$ cat src/rtl/os_ctx_pkg.sv
package os_ctx_pkg;
    typedef enum logic [1:0] {
        RSP_IDLE = 2'd0,
        RSP_HIT  = 2'd1,
        RSP_MISS = 2'd2
    } rsp_state_e;
endpackage

$ cat src/rtl/ctx_word_reg.sv
module ctx_word_reg #(
    parameter int unsigned WORD_W    = 32,
    parameter int unsigned VALID_POS = 31
) (
    input  logic              clk,
    input  logic              rst,
    input  logic              wr_en,
    input  logic [WORD_W-1:0] wr_data,
    input  logic              pull_req,
    output logic [WORD_W-1:0] word_q
);
    logic [WORD_W-1:0] word_d;

    // Write has priority over the invalidate of a pull in the same cycle.
    always_comb begin
        word_d = word_q;
        if (wr_en) begin
            word_d = wr_data;
        end else if (pull_req) begin
            word_d[VALID_POS] = 1'b0;
        end
    end

    always_ff @(posedge clk) begin
        if (rst) begin
            word_q <= '0;
        end else begin
            word_q <= word_d;
        end
    end

    p_pull_clears_valid_r4: assert property (@(posedge clk) disable iff (rst)
        (pull_req && !wr_en) |=> !word_q[VALID_POS]);

    p_pull_keeps_rest_r4: assert property (@(posedge clk) disable iff (rst)
        (pull_req && !wr_en) |=>
        ((word_q | (WORD_W'(1) << VALID_POS)) == ($past(word_q) | (WORD_W'(1) << VALID_POS))));

    p_write_wins_r7: assert property (@(posedge clk) disable iff (rst)
        wr_en |=> (word_q == $past(wr_data)));
endmodule

$ cat src/rtl/ctx_field_decode.sv
module ctx_field_decode #(
    parameter int unsigned WORD_W    = 32,
    parameter int unsigned BLK_W     = 4,
    parameter int unsigned IDX_W     = 19,
    parameter int unsigned VALID_POS = 31
) (
    input  logic [WORD_W-1:0] word,
    output logic              valid,
    output logic [BLK_W-1:0]  blk,
    output logic [IDX_W-1:0]  idx
);
    localparam int unsigned BLK_LSB = IDX_W;

    always_comb begin
        valid = word[VALID_POS];
        blk   = word[BLK_LSB +: BLK_W];
        idx   = word[0 +: IDX_W];
    end

    initial begin
        assert (BLK_LSB + BLK_W <= VALID_POS)
            else $error("block field overlaps valid bit");
    end
endmodule

$ cat src/rtl/pull_resp_fsm.sv
module pull_resp_fsm
    import os_ctx_pkg::*;
#(
    parameter int unsigned WORD_W = 32
) (
    input  logic              clk,
    input  logic              rst,
    input  logic              pull_req,
    input  logic              line_valid,
    input  logic [WORD_W-1:0] snap_data,
    output logic              pull_vld,
    output logic [WORD_W-1:0] pull_data,
    output logic              err_pulse,
    output logic              err_sticky
);
    rsp_state_e state_q, state_d;
    logic [WORD_W-1:0] data_q;
    logic              sticky_q;

    always_comb begin
        state_d = RSP_IDLE;
        unique case (state_q)
            RSP_IDLE, RSP_HIT, RSP_MISS: begin
                if (pull_req) begin
                    state_d = line_valid ? RSP_HIT : RSP_MISS;
                end
            end
            default: state_d = RSP_IDLE;
        endcase
    end

    always_ff @(posedge clk) begin
        if (rst) begin
            state_q  <= RSP_IDLE;
            data_q   <= '0;
            sticky_q <= 1'b0;
        end else begin
            state_q <= state_d;
            if (pull_req) begin
                data_q <= snap_data;
            end
            if (state_d == RSP_MISS) begin
                sticky_q <= 1'b1;
            end
        end
    end

    always_comb begin
        pull_vld   = 1'b0;
        err_pulse  = 1'b0;
        unique case (state_q)
            RSP_IDLE: ;
            RSP_HIT:  pull_vld = 1'b1;
            RSP_MISS: begin
                pull_vld  = 1'b1;
                err_pulse = 1'b1;
            end
            default: ;
        endcase
        pull_data  = data_q;
        err_sticky = sticky_q;
    end

    p_req_gives_vld_r3: assert property (@(posedge clk) disable iff (rst)
        pull_req |=> pull_vld);

    p_err_with_vld_r5: assert property (@(posedge clk) disable iff (rst)
        err_pulse |-> pull_vld);

    p_miss_flags_err_r5: assert property (@(posedge clk) disable iff (rst)
        (pull_req && !line_valid) |=> err_pulse);

    p_idle_after_gap_r9: assert property (@(posedge clk) disable iff (rst)
        !pull_req |=> (!pull_vld && !err_pulse));

    p_sticky_holds_r6: assert property (@(posedge clk) disable iff (rst)
        err_sticky |=> err_sticky);

    p_sticky_with_err_r6: assert property (@(posedge clk) disable iff (rst)
        err_pulse |-> err_sticky);
endmodule

$ cat src/rtl/os_ctx_slot.sv
module os_ctx_slot #(
    parameter int unsigned WORD_W    = 32,
    parameter int unsigned BLK_W     = 4,
    parameter int unsigned IDX_W     = 19,
    parameter int unsigned VALID_POS = 31
) (
    input  logic              clk,
    input  logic              rst,
    input  logic              wr_en,
    input  logic [WORD_W-1:0] wr_data,
    input  logic              pull_req,
    output logic              pull_vld,
    output logic [WORD_W-1:0] pull_data,
    output logic              err_pulse,
    output logic              err_sticky,
    output logic              ctx_valid,
    output logic [BLK_W-1:0]  ctx_blk,
    output logic [IDX_W-1:0]  ctx_idx
);
    localparam int unsigned NBYTES = WORD_W / 8;

    logic [WORD_W-1:0] word_q;
    logic [WORD_W-1:0] word_be;

    ctx_word_reg #(.WORD_W(WORD_W), .VALID_POS(VALID_POS)) u_word (
        .clk      (clk),
        .rst      (rst),
        .wr_en    (wr_en),
        .wr_data  (wr_data),
        .pull_req (pull_req),
        .word_q   (word_q)
    );

    ctx_field_decode #(
        .WORD_W(WORD_W), .BLK_W(BLK_W), .IDX_W(IDX_W), .VALID_POS(VALID_POS)
    ) u_dec (
        .word  (word_q),
        .valid (ctx_valid),
        .blk   (ctx_blk),
        .idx   (ctx_idx)
    );

    // Most significant byte goes to the lowest lane.
    for (genvar b = 0; b < NBYTES; b++) begin : g_lane
        assign word_be[8*b +: 8] = word_q[8*(NBYTES-1-b) +: 8];
    end

    pull_resp_fsm #(.WORD_W(WORD_W)) u_fsm (
        .clk        (clk),
        .rst        (rst),
        .pull_req   (pull_req),
        .line_valid (word_q[VALID_POS]),
        .snap_data  (word_be),
        .pull_vld   (pull_vld),
        .pull_data  (pull_data),
        .err_pulse  (err_pulse),
        .err_sticky (err_sticky)
    );

    p_rsp_old_word_r3: assert property (@(posedge clk) disable iff (rst)
        pull_req |=> (pull_data == $past(word_be)));

    p_rsp_hit_matches_r5: assert property (@(posedge clk) disable iff (rst)
        (pull_req && word_q[VALID_POS]) |=> !err_pulse);
endmodule

$ cat config.mk
export PLATFORM = sky130hd
export DESIGN_NAME = os_ctx_slot
export DESIGN_NICKNAME = d
export VERILOG_FILES = /design/src/rtl/os_ctx_pkg.sv /design/src/rtl/ctx_word_reg.sv /design/src/rtl/ctx_field_decode.sv /design/src/rtl/pull_resp_fsm.sv /design/src/rtl/os_ctx_slot.sv
export SDC_FILE = /design/constraint.sdc
export NUM_CORES = 1
export LEC_CHECK = 0
export BUFFER_PORTS_ARGS = -buffer_cell sky130_fd_sc_hd__clkbuf_2
export CAP_MARGIN = 40
export CORE_MARGIN = 4
export CORE_UTILIZATION = 45
export CTS_BUF_LIST = sky130_fd_sc_hd__clkbuf_8
export DETAILED_ROUTE_END_ITERATION = 8
export GPL_ROUTABILITY_DRIVEN = 1
export GPL_TIMING_DRIVEN = 0
export PLACE_DENSITY = 0.77
export SLEW_MARGIN = 15
export SYNTH_ARGS = -nofsm -noshare
export SYNTH_HDL_FRONTEND = slang
export SYNTH_HIERARCHICAL = 1
export SYNTH_SLANG_ARGS = --single-unit
export TNS_END_PERCENT = 1
$ cat constraint.sdc
create_clock -name clk -period 1 [get_ports clk]
set_input_delay 0.05 -clock clk [delete_from_list [all_inputs] [get_ports clk]]
set_output_delay 0.05 -clock clk [all_outputs]
set_load 0.02 [all_outputs]
# Yosys cells after proc, flatten, opt, wreduce, memory -nomap -nowiden
# Index checks and enable logic that the tools add are counted.
word_totals:
  mem_count: 0
  wordCells: 19
  reg_bits: 67
  latch_bits: 0
  rom_bits: 0
  ramBits: 0
  in_bits: 36
classes:
  add_sub_neg: 0
  magnitude_cmp: 0
  shift: 0
  bitwise_logic: 0
  n_eq_ne: 3
  div_mod_pow: 0
  n_mux: 7
  n_reduce_logical: 4
  mul: 0
op_table:
  columns: ["op", "n"]
  rows:
  - ["2-to-1 mux 2 bit", 3]
  - ["== test 2 bit, second input constant", 2]
  - ["2-to-1 mux 1 bit", 4]
  - ["OR reduction 3 bit", 1]
  - ["== test 2 x 1 -> 1 bit, second input constant", 1]
  - ["logical NOT 2 bit", 1]
  - ["nonzero test 2 bit", 1]
  - ["OR reduction 2 bit", 1]

# Longest topological paths before layout
# Gate-level depths: netlist of the first run.
depth:
  word_depth: 4
  depth_mapped: 4

# Cells and area by module
# The synthesis of the first run kept the hierarchy.
modules_own_cells:
  columns: ["module", "n_inst", "seq_area_each_um2", "cells_per_inst", "area_per_inst_um2"]
  rows:
  - ["pull_resp_fsm", 1, 700.7, 115, 1312.5]
  - ["ctx_word_reg", 1, 640.6, 104, 1129.8]
  - ["ctx_field_decode", 1, 0.0, 24, 180.2]

# Worst setup path before layout of the first run
# No wires, ideal clock.
synth_timing:
  path_kind: "register to register"
  startpoint: "register, netlist name u_word/word_q[31]"
  endpoint: "register u_word.word_q[31]"
  stages_incl_launch_ff: 3
  period_less_slack_ns: 0.925
  path_slack_ns: 0.075
  arrival_time_ns: 0.855
  setup_ns: 0.070
  path_cell_list: "dfxtp_1 > or3b_1 > a21oi_1"
synth_lines:
  columns: ["element", "line_no", "text"]
  rows:
  - ["end signal: assignment", "ctx_word_reg.sv:28", "word_q <= word_d;"]
  - ["end: declaration", "ctx_word_reg.sv:10", "output logic [WORD_W-1:0] word_q"]

# Final worst setup path of the first run
layout_timing:
  startpoint: "register u_fsm.state_q[0]"
  endpoint: "output pull_vld"
layout_via:
  elab_chain_len: 3
layout_rtl:
  columns: ["element", "line_no", "text"]
  rows:
  - ["start: declaration", "pull_resp_fsm.sv:16", "rsp_state_e state_q, state_d;"]
  - ["start signal: assignment", "pull_resp_fsm.sv:38", "state_q <= state_d;"]
  - ["== test 2 x 1 -> 1 bit / == test 2 bit (equally long branches)", "pull_resp_fsm.sv:51", "unique case (state_q)"]
  - ["OR reduction 2 bit (no source line) (*)", null, null]
  - ["2-to-1 mux 1 bit (*)", "pull_resp_fsm.sv:51", null]
  - ["end: declaration", "os_ctx_slot.sv:12", "output logic pull_vld,"]
# Mark *: on every way between the ends. The rest lies on a longest branch, timed or not.

==> results.yml, run 1 <==
run_status:
  status: "finished with violations"
  violated_checks: "negative setup slack"
route:
  route.antenna.remaining_nets: 0
  wirelength_um: 6644
  detailedRoute.firstIterationViolations: 60
  drcViolationCount: 0
  firstDrtPassIters: 4
  vias_per_cell: 4.628
  wire_per_inst_um: 14.44
  vias: 2129
logic_synthesis:
  synth.lib_cells_used.distinct: 16
  mappedNetlistArea_mm2: 0.002623
  synth_cells: 243
  synth_area_per_cell_um2: 10.79
  synth_seq_cells: 67
  yosysWarningCount: 6
  syn_nets: 281
  ys_seq_area_frac: 0.5115
setup_path:
  ff2ff_setup_slack_ns: -0.06
  timing.setup.critical_path_class: "register to output pin"
  crit_path_end_kind: "output pin"
  crit_path_max_fanout: 2
  critical_register_to_register_path_startpoint: "u_fsm/state_q[0]"
  worst_r2r_endpoint: "u_fsm/err_sticky"
  worst_ep_required_time_ns: 0.95
  critical_path.startpoint_type: "register"
  worst_ep_arrival_time_ns: 1.11
  reg2reg_depth: 4
layout:
  post_route_cells_drive_above_1_share: 0.4562
  most-common-layout-cells: "clkbuf_2, mux2i_1, nor2_1, dfxtp_1, buf_6"
  nets: 421
  stdcell_count: 460
  flow.area_growth_from_synthesis_pct: 53.29
  antenna_cells_inserted: 0
  layout.cells.most_common: "clkbuf_2"
clock_network:
  tritoncts_num_sinks: 67
  cts_tree: "yes"
  cts.path.max_buffers: 2
  cts-root-buf: "clkbuf_8"
  clock_tree.htree_level_count: 3
  cts_made_buffers: 9
  clk_latency_ns: 0.34
  worst_setup_hold_path_clk_slew_ns: 0.07
grt:
  groute.usage.overall: 0.1875
  gr-total-overflow: 0
  grt_start_max_net_pins: 13
  antenna_found_initial: 0
  grt_pass1_vias: 2235
  first_pass_grt_wire_length_um: 10560
floorplan:
  start_util: 0.4705
  number_of_placed_i_o_pins: 95
  floorplan.core_area_mm2: 0.005574
  placement_rows: 27
  die_w_um: 84.34
  dieHeight_um: 84.34
  fp.dieArea_mm2: 0.007113
timing:
  final.min_clock_period_ns: 1.159
  holdWs_ns: 0.03882
  setup_viol: 3
  final.setup_skew_ns: 0.01167
  max-slew-margin-rel: 0.6506
  setup-tns-final_ns: -0.2765
  slew_violations: 0
  finalHoldViolCount: 0
  achievable-frequency_ghz: 0.8627
  worst-slew-pin-transition_ns: 0.5241
  rsz0062_at_grt: "yes"
  final.setup.worst_slack_ns: -0.1592
  share_of_the_clock_period_used_by_the_worst_path: 1.159
placement:
  number_of_buffers_added_on_ports: 93
  placement.setup.worst_slack_ns: -0.0003011
  detailed_place_hpwl_um: 4093
  post-place-cells: 408
  globalplace.congestion: 0.7254
pwr:
  vdd_ir_drop_max_mv: 1.025
  total_power_w: 0.006584
  leakage_nw: 2.018
  cellPowerDensity_mw_per_mm2: 1638
min_path:
  timing.hold.worst.class: "primary input to register"
  hold_path_depth: 3
  terminating_pin_of_the_worst_hold_path: "u_word/word_q[31]"
  min_from: "pull_req"
run:
  drv_cap: 0
==> power by group <==
part	internal [W]	total, W	switching, W
sequential	0.00281	0.00290	0.0000903
clock	0.00165	0.00268	0.00103
combinational	0.000544	0.00100	0.000460
total	0.00500	0.00658	0.00158
==> worst max path at each step <==
stage                       from                 to  slack [ns]  cells after the start
3_3_place_gp   u_word/word_q[31]  u_word/word_q[31]        0.01                      2
4_1_cts         u_fsm/state_q[0]           pull_vld       -0.20                      4
6_report        u_fsm/state_q[0]           pull_vld       -0.16                      4
5_1_grt         u_fsm/state_q[0]           pull_vld       -0.22                      4
3_5_place_dp   u_word/word_q[31]  u_word/word_q[31]     -0.0003                      2
2_1_floorplan  u_word/word_q[31]  u_word/word_q[31]        0.08                      2
==> cell families (layout without fill, tap and decap cells) <==
group,after synthesis,after routing,synth area share
flip-flops,67,67,0.5115
AND/OR/NAND/NOR,67,67,0.1088
multiplexers,63,63,0.2405
buffers and inverters,42,187,0.1250
adder cells (fa/ha/maj),2,2,0.009540
AO/OA/AOI/OAI,2,2,0.004770
==> cell usage after synthesis <==
| master | n | area, um^2 |
|---|---|---|
| dfxtp_1 | 67 | 1341 |
| mux2i_1 | 63 | 630.6 |
| nor2_1 | 63 | 236.5 |
| buf_4 | 27 | 202.7 |
| buf_2 | 4 | 20.02 |
| buf_12 | 3 | 60.06 |
| clkbuf_1 | 3 | 11.26 |
| inv_1 | 3 | 11.26 |
| buf_6 | 2 | 22.52 |
| ha_1 | 2 | 25.02 |
| a21o_1 | 1 | 7.510 |
| a21oi_1 | 1 | 5.000 |
| and4bb_2 | 1 | 12.51 |
| nand2_1 | 1 | 3.750 |
| nor4b_4 | 1 | 23.77 |
| or3b_1 | 1 | 8.760 |
==> sequential cells by signal (all words and copies together) (netlist names) <==
name and count:
u_fsm/err_sticky 1, u_fsm/state_q 2, u_fsm/pull_data 32, u_word/word_q 32
==> stage by stage <==
stage | area, um^2 | util
after floorplan | 2623 | -
after global placement | 3178 | 0.5701
after detailed placement | 3178 | 0.5701
after CTS | 3862 | 0.6929
after global routing | 4020 | 0.7212
final | 4020 | 0.7212
==> critical path, cell delays in order (launching register included) <==
cell     delay (ns)
dfxtp_2        0.34
inv_2          0.05
ha_4           0.25
inv_2          0.03
buf_8          0.11
==> per-layer routing <==
metal / GRT usage / vias up / wire length [um]
li1: - / 1052 / -
met1: 0.2141 / 997 / 2737
met2: 0.3192 / 64 / 3380
met3: 0.06575 / 16 / 338
met4: 0.07770 / 0 / 189
met5: 0 / - / 0
==> repair_timing <==
item | 4_1_cts | 5_1_grt
endpoints found under the hold margin | 32 | 0
pin swaps | 1 | 1
resized for setup | 38 | 52
buffers inserted | 1 | 0
hold buffers | 35 | 0
endpoints found under the setup margin | 27 | 29
==> area by class of cell <==
class	instances	area [um^2]
clock buffers	9	123.9
fillers	395	1554
repair buffers	129	977.2
plain buffers	39	357.8
flip-flops and latches	67	1375
well taps	72	90.09
clock inverters	7	116.4
multi-input cells	134	968.4
inverters	3	11.26
(Power assumes the default switching activity.)
==> run 2, diff against run 1 <==
--- a/config.mk
+++ b/config.mk
@@ -5,6 +5,7 @@
 export SDC_FILE = /design/constraint.sdc
 export NUM_CORES = 1
 export LEC_CHECK = 0
+export ABC_AREA = 1
 export BUFFER_PORTS_ARGS = -buffer_cell sky130_fd_sc_hd__clkbuf_2
 export CAP_MARGIN = 40
 export CORE_MARGIN = 4
@@ -13,7 +14,7 @@
 export DETAILED_ROUTE_END_ITERATION = 8
 export GPL_ROUTABILITY_DRIVEN = 1
 export GPL_TIMING_DRIVEN = 0
-export PLACE_DENSITY = 0.77
+export PLACE_DENSITY = 0.76
 export SLEW_MARGIN = 15
 export SYNTH_ARGS = -nofsm -noshare
 export SYNTH_HDL_FRONTEND = slang
==> results.yml, run 2 <==
run_status:
  status: "finished with violations"
  violated_checks: "negative setup slack"
timing:
  final.min_clock_period_ns: 1.158
  share_of_the_clock_period_used_by_the_worst_path: 1.158
  finalHoldViolCount: 0
  achievable-frequency_ghz: 0.8637
  final.setup_skew_ns: 0.007786
  setup_viol: 3
  setup-tns-final_ns: -0.2315
  max-slew-margin-rel: 0.6953
  final.setup.worst_slack_ns: -0.1579
  worst-slew-pin-transition_ns: 0.4570
  rsz0062_at_grt: "yes"
  holdWs_ns: 0.02520
  slew_violations: 0
floorplan:
  die_w_um: 85.96
  fp.dieArea_mm2: 0.007389
  dieHeight_um: 85.96
  number_of_placed_i_o_pins: 95
  start_util: 0.4620
  floorplan.core_area_mm2: 0.005921
  placement_rows: 28
clock_network:
  cts-root-buf: "clkbuf_8"
  tritoncts_num_sinks: 67
  worst_setup_hold_path_clk_slew_ns: 0.07
  cts.path.max_buffers: 2
  cts_made_buffers: 9
  cts_tree: "yes"
  clock_tree.htree_level_count: 3
  postCtsSetupBuffers: 0
  clk_latency_ns: 0.34
run:
  drv_cap: 0
grt:
  grt_pass1_vias: 2562
  antenna_found_initial: 0
  groute.usage.overall: 0.2027
  gr-total-overflow: 0
  grt_start_max_net_pins: 11
  first_pass_grt_wire_length_um: 11680
layout:
  nets: 561
  sequential_cell_area_mm2: 0.001376
  num-fill-cells: 506
  post_route_cells_drive_above_1_share: 0.3352
  most-common-layout-cells: "nor2_1, clkbuf_2, nand2_1, inv_1, dfxtp_1"
  antenna_cells_inserted: 0
  flow.area_growth_from_synthesis_pct: 46.25
  fin_area_mm2: 0.004000
  layout.cells.most_common: "nor2_1"
  multi_input_comb_area_um2: 949.7
route:
  drcViolationCount: 0
  vias: 2652
  wire_per_inst_um: 12.55
  firstDrtPassIters: 5
  detailedRoute.firstIterationViolations: 138
  route.antenna.remaining_nets: 0
  wirelength_um: 7569
  vias_per_cell: 4.398
logic_synthesis:
  synth_commonest_cells: "nor2_1, nand2_1, dfxtp_1"
  synth_enable_flop_cells: 0
  yosys_most_used_dff: "dfxtp_1"
  synth.most_common_cell: "nor2_1"
  synth_seq_cells: 67
  syn_nets: 423
  synthArstFlopShare: 0
  synth.lib_cells_used.distinct: 14
  yosysWarningCount: 6
  synth_top_cell_area_share: 0.4904
  synth_cells: 385
  synth.top_cells.by_area: "dfxtp_1, nor2_1, nand2_1"
  synth_area_per_cell_um2: 7.104
  synth_top_area_cell: "dfxtp_1"
  ys_seq_area_frac: 0.4904
  mappedNetlistArea_mm2: 0.002735
min_path:
  timing.hold.worst.class: "primary input to register"
  hold_path_depth: 4
  terminating_pin_of_the_worst_hold_path: "u_fsm/state_q[1]"
  min_from: "rst"
setup_path:
  worst_ep_required_time_ns: 0.95
  timing.setup.critical_path_class: "register to output pin"
  worst_ep_arrival_time_ns: 1.11
  ff2ff_setup_slack_ns: 0.20
  worstPathBufferInverterCount: 3
  timing.critical_path.max_delay_family: "flip-flops"
  critical_path.startpoint_type: "register"
  cp_common_cell: "inv_2"
  critPathMaxStageDelay_ns: 0.33
  critical_register_to_register_path_startpoint: "u_fsm/state_q[0]"
  critical_path.slowest_cell: "dfxtp_2"
  timing.critical_path.cells: "inv_2 -> ha_4 -> inv_2 -> buf_8"
  reg2reg_depth: 4
  crit_path_max_fanout: 2
  crit_path_end_kind: "output pin"
  worst_r2r_endpoint: "u_fsm/err_sticky"
placement:
  number_of_buffers_added_on_ports: 94
  dpl-instance-area_mm2: 0.003299
  placement.setup.worst_slack_ns: -0.04232
  detailed_place_hpwl_um: 4728
  globalplace.congestion: 0.7528
pwr:
  leakage_nw: 2.114
  vdd_ir_drop_max_mv: 0.8270
  cellPowerDensity_mw_per_mm2: 1539
  total_power_w: 0.006155
[run 2: cell types whose count changed after synthesis, sizes merged, moves of 3 or more]
cell   delta
nand2    +69
nor2     +66
mux2i    -63
inv      +38
o21ai    +31
buf       +3
[run 2: logic make-up after synthesis]
| family | share of synthesized area |
|---|---|
| adders and majority gates | 0.009148 |
| DFF | 0.4904 |
| and+or+nand+nor | 0.2749 |
| buffers and inverters | 0.1670 |
| AOI/OAI and AO/OA | 0.05855 |
[run 2: worst max-delay path by stage]
stage / from / endpoint / cells after the start
after floorplan: u_fsm/state_q[0] / pull_vld / 3
after global placement: rst / u_word/word_q[12] / 5
final: u_fsm/state_q[0] / pull_vld / 4
after detailed placement: rst / u_word/word_q[15] / 5
after global routing: u_fsm/state_q[0] / pull_vld / 4
after CTS: u_fsm/state_q[0] / pull_vld / 4
[run 2: report_power, final]
| group | switching, W | internal, W |
|---|---|---|
| logic | 0.000645 | 0.000567 |
| clock network | 0.000961 | 0.00100 |
| registers | 0.000117 | 0.00286 |
[run 2: cell type report]
type                       instances  share of cell area
timing repair buffer             127              0.2377
clock buffer                      11             0.03785
tap                               75             0.02346
clock inverter                     5            0.005317
multi-input combinational        234              0.2374
buffer                            43             0.07570
inverter                          41             0.03847
sequential                        67              0.3441
[run 2: per-layer routing]
layer  wire (um)  global-route usage
met5           0                   0
met4         149             0.09065
met3         525             0.04707
met2        3876              0.3567
met1        3017              0.2320
[run 2: stage by stage]
stage | cells | utilization
after CTS | 603 | 0.6543
after global placement | 554 | 0.5573
final | 603 | 0.6756
after detailed placement | 554 | 0.5573
after floorplan | 385 | -
after global routing | 603 | 0.6756
[run 2: worst register-to-register path, cell delays in order, from the launching register on]
cell and delay, ns:
dfxtp_2 0.32, ha_1 0.21, nor2_1 0.10, nand2_1 0.07, nand2_1 0.05
[run 2: timing repair]
item                       CTS  global route
gates cloned                 0             0
hold endpoints to repair    33             0
pin swaps                    1             1
setup endpoints to repair   26            26
resized for setup           31            47
hold buffers                33             0
==> run 3, diff against run 2 <==
--- a/config.mk
+++ b/config.mk
@@ -5,16 +5,15 @@
 export SDC_FILE = /design/constraint.sdc
 export NUM_CORES = 1
 export LEC_CHECK = 0
-export ABC_AREA = 1
 export BUFFER_PORTS_ARGS = -buffer_cell sky130_fd_sc_hd__clkbuf_2
 export CAP_MARGIN = 40
 export CORE_MARGIN = 4
-export CORE_UTILIZATION = 45
-export CTS_BUF_LIST = sky130_fd_sc_hd__clkbuf_8
+export CORE_UTILIZATION = 44
+export CTS_CLUSTER_DIAMETER = 40
 export DETAILED_ROUTE_END_ITERATION = 8
 export GPL_ROUTABILITY_DRIVEN = 1
 export GPL_TIMING_DRIVEN = 0
-export PLACE_DENSITY = 0.76
+export PLACE_DENSITY = 0.75
 export SLEW_MARGIN = 15
 export SYNTH_ARGS = -nofsm -noshare
 export SYNTH_HDL_FRONTEND = slang
==> results.yml, run 3 (synthesized netlist as in run 1, its figures left out) <==
run_status:
  status: "finished with violations"
  violated_checks: "negative setup slack"
timing:
  share_of_the_clock_period_used_by_the_worst_path: 1.164
  worst-slew-pin-transition_ns: 0.4800
  final.setup_skew_ns: 0.003322
  final.min_clock_period_ns: 1.164
  slew_violations: 0
  finalHoldViolCount: 0
  final.setup.worst_slack_ns: -0.1637
  max-slew-margin-rel: 0.6800
  setup_viol: 3
  setup-tns-final_ns: -0.2593
  achievable-frequency_ghz: 0.8593
  rsz0062_at_grt: "yes"
pwr:
  vdd_ir_drop_max_mv: 0.8431
  cellPowerDensity_mw_per_mm2: 1501
  total_power_w: 0.005784
  leakage_nw: 1.962
route:
  wire_per_inst_um: 14.10
  met2RoutedLength_um: 3328
  vias_per_cell: 4.566
  route.antenna.remaining_nets: 0
  met3_wirelength_um: 309
  detailedRoute.firstIterationViolations: 93
  firstDrtPassIters: 4
  vias: 2082
  wirelength_um: 6429
  maxUsedRoutingLayer: "met4"
  route.layer.met1.wl_um: 2706
  drcViolationCount: 0
clock_network:
  tritoncts_num_sinks: 67
  cts_made_buffers: 9
  cts.path.max_buffers: 2
  worst_setup_hold_path_clk_slew_ns: 0.06
  clk_latency_ns: 0.32
  cts_tree: "yes"
  clock_tree.htree_level_count: 3
  cts-root-buf: "clkbuf_8"
grt:
  grt_start_max_net_pins: 11
  grt_pass1_vias: 2152
  first_pass_grt_wire_length_um: 10280
  antenna_found_initial: 0
  groute.usage.overall: 0.1772
  gr-total-overflow: 0
setup_path:
  worst_ep_arrival_time_ns: 1.11
  critical_path.slowest_cell: "dfxtp_2"
  timing.critical_path.max_delay_family: "flip-flops"
  worstSetupStartpoint: "u_fsm/state_q[0]"
  reg2reg_depth: 4
  critPathMaxStageDelay_ns: 0.34
  cp_common_cell: "inv_2"
  worst_ep_required_time_ns: 0.95
  timing.setup.critical_path_class: "register to output pin"
  crit_path_max_fanout: 2
  worstPathBufferInverterCount: 3
  cp_num_cells: 4
  critical_path.startpoint_type: "register"
  critical_register_to_register_path_startpoint: "u_fsm/state_q[0]"
  crit_path_end_kind: "output pin"
  timing.critical_path.cells: "inv_2 -> ha_4 -> inv_2 -> buf_8"
layout:
  post_route_cells_drive_above_1_share: 0.4557
  antenna_cells_inserted: 0
  layout.cells.most_common: "clkbuf_2"
  nets: 419
  flow.area_growth_from_synthesis_pct: 46.95
  most-common-layout-cells: "clkbuf_2, mux2i_1, nor2_1, dfxtp_1, buf_4"
  fin_area_mm2: 0.003854
  num-fill-cells: 445
placement:
  globalplace.congestion: 0.7269
  dpl-instance-area_mm2: 0.003178
  detailed_place_hpwl_um: 4139
  number_of_buffers_added_on_ports: 93
floorplan:
  fp.dieArea_mm2: 0.007259
  floorplan.core_area_mm2: 0.005642
  dieHeight_um: 85.20
  number_of_placed_i_o_pins: 95
  placement_rows: 27
  start_util: 0.4648
  die_w_um: 85.20
min_path:
  min_from: "wr_en"
  hold_path_depth: 3
  timing.hold.worst.class: "primary input to register"
run:
  drv_cap: 0
-- run 3: cell types whose count changed in the layout (fill, tap and decap cells not counted), sizes merged, moves of 5 or more --
cell / delta
buf: -5
o21ai: -31
nor2: -66
nand2: -69
mux2i: +63
inv: -41
-- run 3: layout make-up --
class	count	area, um^2	area share
Sequential cell	67	1375	0.3568
Inverter	3	11.26	0.002922
Clock buffer	11	151.4	0.03929
Multi-Input combinational cell	134	978.4	0.2539
Clock inverter	3	15.01	0.003896
Buffer	39	320.3	0.08312
Tap cell	72	90.09	0.02338
Timing Repair Buffer	127	912.1	0.2367
-- run 3: path summary, 6_finish.rpt --
path                       endpoint  slack [ns]
setup / recovery           pull_vld       -0.16
hold / removal    u_word/word_q[30]        0.02
setup reg to reg   u_fsm/err_sticky       -0.04
hold reg to reg    u_fsm/state_q[1]        0.47
-- run 3: power breakdown --
part	leakage, nW	total [W]	switching, W	internal, W
clock network	0.0908	0.00194	0.000940	0.000996
registers	0.558	0.00289	0.0000844	0.00281
logic	1.31	0.000956	0.000449	0.000507
-- run 3: stage by stage --
step           setup WS [ns]    util  hold WS, ns  instances
6_report             -0.1637  0.6831      0.02496        456
5_1_grt              -0.2086  0.6831      0.02737        456
4_1_cts              -0.1739  0.6618      0.01278        455
3_5_place_dp       -0.009777  0.5633       0.2943        408
3_3_place_gp       -0.006236  0.5633       0.2846        408
2_1_floorplan        0.07543       -       0.1191        243
-- run 3: worst reg2reg max path: stages, from the launching register on --
cell	delay (ns)
dfxtp_2	0.33
buf_4	0.13
ha_4	0.16
nor4b_4	0.26
a21o_1	0.11
-- run 3: routing by layer --
metal  global-route usage  vias up
met5                    0        -
li1                     -     1047
met3              0.03689        9
met1               0.2155      970
met2               0.3058       56
met4              0.06763        0
-- run 3: repair_timing --
| item | CTS | global route |
|---|---|---|
| hold buffers | 33 | 0 |
| pin swaps | 1 | 2 |
| setup endpoints to repair | 21 | 29 |
| buffers inserted | 0 | 1 |
| resized for setup | 25 | 43 |
| hold endpoints to repair | 32 | 0 |
